## src/rtl/aclk_pkg.sv

```systemverilog
package aclk_pkg;
  localparam int PRESC_W         = 8;
  localparam int DIV_W           = PRESC_W + 1;
  localparam int BITS_SHORT      = 16;
  localparam int BITS_LONG       = 32;
  localparam int MCK_RATIO_SHORT = 8;
  localparam int MCK_RATIO_LONG  = 4;
  localparam int RAT_W           = $clog2(MCK_RATIO_SHORT);
  localparam int BIT_W           = $clog2(BITS_LONG);

  typedef struct packed {
    logic [PRESC_W-1:0] presc;
    logic               odd;
    logic               mck;
    logic               long_frame;
    logic               idle_hi;
  } clk_cfg_t;
endpackage

```

## src/rtl/aclk_ratio_decode.sv

```systemverilog
module aclk_ratio_decode
  import aclk_pkg::*;
(
  input  clk_cfg_t         cfg,
  output logic [DIV_W-1:0] div_top,
  output logic [DIV_W-1:0] div_half,
  output logic [RAT_W-1:0] rat_top,
  output logic [RAT_W-1:0] rat_half,
  output logic [BIT_W-1:0] bit_top
);
  logic [DIV_W-1:0] div;
  logic [RAT_W:0]   rat;

  always_comb begin
    // factor is {presc, odd}; too-small prescale falls back to 2
    if (cfg.presc < PRESC_W'(2)) div = DIV_W'(2);
    else                         div = {cfg.presc, cfg.odd};
    div_top  = div - DIV_W'(1);
    div_half = div >> 1;

    if (!cfg.mck)           rat = (RAT_W+1)'(1);
    else if (cfg.long_frame) rat = (RAT_W+1)'(MCK_RATIO_LONG);
    else                    rat = (RAT_W+1)'(MCK_RATIO_SHORT);
    rat_top  = RAT_W'(rat - (RAT_W+1)'(1));
    rat_half = RAT_W'(rat >> 1);

    bit_top = cfg.long_frame ? BIT_W'(BITS_LONG - 1) : BIT_W'(BITS_SHORT - 1);
  end
endmodule

```

## src/rtl/aclk_wrap_ctr.sv

```systemverilog
module aclk_wrap_ctr #(
  parameter int W = 4
) (
  input  logic         clk,
  input  logic         rst,
  input  logic         clr,
  input  logic         step,
  input  logic [W-1:0] top,
  output logic [W-1:0] val,
  output logic         at_top
);
  assign at_top = (val == top);

  always_ff @(posedge clk) begin
    if (rst || clr)  val <= '0;
    else if (step)   val <= at_top ? '0 : val + W'(1);
  end

  // counter never passes its wrap value while a word is running
  assert_count_in_range_R3: assert property (@(posedge clk) disable iff (rst)
    !clr |-> (val <= top));
endmodule

```

## src/rtl/aclk_gen.sv

```systemverilog
module aclk_gen
  import aclk_pkg::*;
(
  input  logic               clk,
  input  logic               rst,
  input  logic               en,
  input  logic [PRESC_W-1:0] presc,
  input  logic               odd,
  input  logic               mck_en,
  input  logic               long_frame,
  input  logic               idle_hi,
  output logic               bclk_o,
  output logic               mclk_o,
  output logic               ws_o
);
  clk_cfg_t         cfg_in, cfg_q;
  logic             run_q;
  logic [DIV_W-1:0] d_top, d_half, d_val;
  logic [RAT_W-1:0] r_top, r_half, r_val;
  logic [BIT_W-1:0] b_top, b_val;
  logic             d_last, r_last, b_last;
  logic             word_end, start, adv, bclk_act;

  always_comb begin
    cfg_in.presc      = presc;
    cfg_in.odd        = odd;
    cfg_in.mck        = mck_en;
    cfg_in.long_frame = long_frame;
    cfg_in.idle_hi    = idle_hi;
  end

  aclk_ratio_decode u_dec (
    .cfg(cfg_q), .div_top(d_top), .div_half(d_half),
    .rat_top(r_top), .rat_half(r_half), .bit_top(b_top)
  );

  assign word_end = run_q & d_last & r_last & b_last;
  assign start    = en & (~run_q | word_end);
  assign adv      = run_q & ~start;

  aclk_wrap_ctr #(.W(DIV_W)) u_div_ctr (
    .clk(clk), .rst(rst), .clr(start), .step(adv),
    .top(d_top), .val(d_val), .at_top(d_last)
  );

  aclk_wrap_ctr #(.W(RAT_W)) u_rat_ctr (
    .clk(clk), .rst(rst), .clr(start), .step(adv & d_last),
    .top(r_top), .val(r_val), .at_top(r_last)
  );

  aclk_wrap_ctr #(.W(BIT_W)) u_bit_ctr (
    .clk(clk), .rst(rst), .clr(start), .step(adv & d_last & r_last),
    .top(b_top), .val(b_val), .at_top(b_last)
  );

  always_ff @(posedge clk) begin
    if (rst) begin
      run_q <= 1'b0;
      cfg_q <= '0;
    end else if (start) begin
      run_q <= 1'b1;
      cfg_q <= cfg_in;
    end else if (word_end) begin
      run_q <= 1'b0;
    end
  end

  assign bclk_act = cfg_q.mck ? (r_val < r_half) : (d_val < d_half);

  always_ff @(posedge clk) begin
    if (rst) begin
      bclk_o <= 1'b0;
      mclk_o <= 1'b0;
      ws_o   <= 1'b0;
    end else begin
      bclk_o <= run_q ? (bclk_act ^ cfg_q.idle_hi) : idle_hi;
      mclk_o <= run_q & cfg_q.mck & (d_val < d_half);
      ws_o   <= run_q & (d_val == '0) & (r_val == '0) & (b_val == '0);
    end
  end

  assert_strobe_single_R5: assert property (@(posedge clk) disable iff (rst)
    ws_o |=> !ws_o);

  assert_strobe_active_phase_R5: assert property (@(posedge clk) disable iff (rst)
    ws_o |-> (bclk_o == ~cfg_q.idle_hi));

  assert_stop_on_boundary_R8: assert property (@(posedge clk) disable iff (rst)
    $fell(run_q) |-> $past(d_last && r_last && b_last));

  assert_no_mclk_when_off_R4: assert property (@(posedge clk) disable iff (rst)
    !cfg_q.mck |=> !mclk_o);

  assert_idle_quiet_R6: assert property (@(posedge clk) disable iff (rst)
    !run_q |=> (!ws_o && !mclk_o));

  assert_cfg_hold_R9: assert property (@(posedge clk) disable iff (rst)
    (run_q && !start) |=> $stable(cfg_q));
endmodule

```

## config.mk

```make
export PLATFORM = sky130hd
export DESIGN_NAME = aclk_gen
export DESIGN_NICKNAME = d
export VERILOG_FILES = /design/src/rtl/aclk_pkg.sv /design/src/rtl/aclk_ratio_decode.sv /design/src/rtl/aclk_wrap_ctr.sv /design/src/rtl/aclk_gen.sv
export SDC_FILE = /design/constraint.sdc
export NUM_CORES = 1
export LEC_CHECK = 0
export BUFFER_PORTS_ARGS = -buffer_cell sky130_fd_sc_hd__buf_2
export CELL_PAD_IN_SITES_DETAIL_PLACEMENT = 1
export CELL_PAD_IN_SITES_GLOBAL_PLACEMENT = 1
export CORE_UTILIZATION = 41
export CTS_CLUSTER_DIAMETER = 120
export CTS_CLUSTER_SIZE = 20
export DETAILED_ROUTE_END_ITERATION = 8
export PLACE_DENSITY = 0.83
export SLEW_MARGIN = 20
export SYNTH_ARGS = -nofsm -noshare
export SYNTH_HDL_FRONTEND = slang
export SYNTH_SLANG_ARGS = --single-unit
export TNS_END_PERCENT = 30
```

## constraint.sdc

```tcl
create_clock -name clk -period 3.4 [get_ports clk]
set_input_delay 0.68 -clock clk [delete_from_list [all_inputs] [get_ports clk]]
set_output_delay 0.68 -clock clk [all_outputs]
set_load 0.02 [all_outputs]
```

==> metrics.cfg <==
[detailed_routing]
vias=2236
drc=0
wl_met2_um=3530
detail_route.wl_per_cell_um=18.1
met3_length_um=243
drt-met1-wl_um=3070
drtIter0Drc=73
top_layer=met4
dr.pass1.iters=4
vias_per_cell=5.84
finalWirelength_um=6930
drtAntennaViolNets=0

[run_status]
status=finished clean

[sta]
hold_viol=0
final.setup.worst_slack_ps=52.4
slew_headroom=0.507
finalSetupViolCount=0
slew_viol_final=0
fin_crit_ps=3350
clock_skew_ps=6.94
worstMarginPinSlew_ps=734
fin_crit_sh=0.985
max_clock_freq_mhz=299

[clocking]
root_buffer=clkbuf_8
clk_pin_slew_ps=70
holdBufCountCts=0
cts.sinks=33
clkLatencyLatePin_ps=300
cts_buffers=5
clk_path_buf_depth=2
cts.htree.levels=2
cts_tree=built

[die]
die_h_um=77.3
dieArea_um2=5970
rows=27
ioPinCount=18
coreArea_um2=5470
initial_utilization=0.425
die_w_um=77.3

[min_path]
hold_class=reg -> reg
min_from=cfg_q[0]

[synth]
synth_edf_count=0
synth_top_area_cell=dfxtp_1
synth_area_leaders=dfxtp_1, ha_1, nand2b_1
synth-seq-area-share=0.284
ys.flop_type=dfxtp_1
ys_types=45
synth_nets=310
ys_seq_elements=33
yosys.area.top_type_share=0.284
syn_area_per_cell_um2=8.30
synthArstFlopShare=0
synth_cells=280
synth_area_um2=2320
ys_warn_count=0

[pwr]
seqPwrFrac=0.432
power_mw=0.959
p_leak_nw=1.01
pwr-share-comb=0.258
p_clk_frac=0.310
pwr_density_cell_nw_per_um2=350
switchingPower_mw=0.311
internal_power_mw=0.648
ir_drop_mv=0.180
p_sw_frac=0.324

[final_layout]
antennaDiodeCount=0
fillCellCount=687
drive_gt1_frac=0.183
multiInputGateArea_um2=1580
regArea_um2=661
utilization=0.501
nNetsFinal=340
layout_commonest_cell=dfxtp_1
syn2layout_area_growth_pct=18.0
final_cell_mix=dfxtp_1, nand2b_1, inv_1, buf_4, buf_2

[global_route]
grt_pass1_vias=2246
grt-ovfl-total=0
globalRouteTotalUtil=0.234
antenna_found_initial=0
grt_pass1_wl_um=11000
grt_max_degree=40

[setup_path]
worst-setup-path-type=reg -> reg
r2r_start=cfg_q[11]
cp.arrival_ps=3560
endpoint_kind=register
path_max_fanout=6
reg2reg_slack_ps=50
setup.worst_path.start_class=register
worstSetupStartpoint=cfg_q[11]
crit_required_ps=3610

[place]
io_buffers=17
dp_hpwl_um=4770
gp_congestion=0.843
place_ws_ps=-119

[job]
maxCapViolCount=0

## routing by layer
| layer | vias up | GRT usage |
|---|---|---|
| met1 | 1097 | 0.285 |
| met2 | 35 | 0.397 |
| met5 | - | 0 |
| li1 | 1093 | - |
| met3 | 11 | 0.0583 |
| met4 | 0 | 0.0755 |
## timing repair
action / in CTS / in global routing
gates resized for setup: 2 / 7
buffers inserted: 0 / 6
cloned: 0 / 0
setup endpoints to repair: 7 / 12
pin swaps: 0 / 4
## path summary, 6_finish.rpt
check / end / depth (start not counted)
worst max-delay path: u_bit_ctr.val[3] / 12
worst min-delay path: cfg_q[0] / 2
worst max register to register: u_bit_ctr.val[3] / 12
worst min register to register: cfg_q[0] / 2
## power by group through the flow
stage | registers [mW] | clock network [mW] | logic (mW)
after floorplan | 0.424 | 0 | 0.145
after global placement | 0.421 | 0 | 0.211
after detailed placement | 0.422 | 0 | 0.221
after CTS | 0.414 | 0.302 | 0.226
after global routing | 0.416 | 0.325 | 0.268
final | 0.414 | 0.298 | 0.247
## registers in the layout (all words and copies together), names as in the netlist
| name | cells |
|---|---|
| u_rat_ctr.val | 3 |
| ws_o | 1 |
| mclk_o | 1 |
| cfg_q | 12 |
| bclk_o | 1 |
| run_q | 1 |
| u_bit_ctr.val | 5 |
| u_div_ctr.val | 9 |
## stage by stage
| stage | hold slack [ps] | instances | setup TNS [ps] | instance area, um2 |
|---|---|---|---|---|
| 5_1_grt | 547 | 383 | -1330 | 2740 |
| 3_3_place_gp | 483 | 369 | 0 | 2560 |
| 6_report | 504 | 383 | 0 | 2740 |
| 2_1_floorplan | 462 | 280 | 0 | 2330 |
| 3_5_place_dp | 497 | 369 | -327 | 2560 |
| 4_1_cts | 508 | 377 | 0 | 2660 |
## kinds of logic after synthesis
| group | synth area share |
|---|---|
| flip-flops | 0.284 |
| AO/OA/AOI/OAI | 0.182 |
| XOR/XNOR | 0.0490 |
| multiplexers | 0.0603 |
| buffers and inverters | 0.0608 |
| adder cells (fa/ha/maj) | 0.0808 |
| AND/OR/NAND/NOR | 0.283 |
## final cells by class
type	instances	area share
well taps	72	0.0329
inverters	19	0.0260
multi-input cells	213	0.576
clock buffers	6	0.0265
flip-flops and latches	33	0.241
repair buffers	38	0.0936
clock inverters	2	0.00365
## Yosys cell counts, drive strengths merged, types with 2 or more instances
library cell  count
nor3              9
ha               15
nand4             8
a21oi             7
a41o              2
mux2i            14
nand3            12
nor4              9
a2111oi           2
o31ai             8
or3               7
xor2              6
nand2             9
xnor2             7
o21a              2
o211ai            2
clkbuf           10
buf               5
a211oi           16
inv              18
nand2b           30
nor3b             3
o21ai            10
or4              10
nor2b             2
and3              2
nor2             10
dfxtp            33
## worst max-delay path, cell delays in order, from the launching register on
cell	delay [ps]
dfxtp_1	350
nor4_4	330
buf_4	170
a21oi_1	80
ha_1	230
nand2b_1	180
buf_6	140
nor2_1	50
xnor2_1	270
nand4_1	160
or3_4	460
or4_1	560
a221oi_2	290
(Power assumes the default switching activity.)
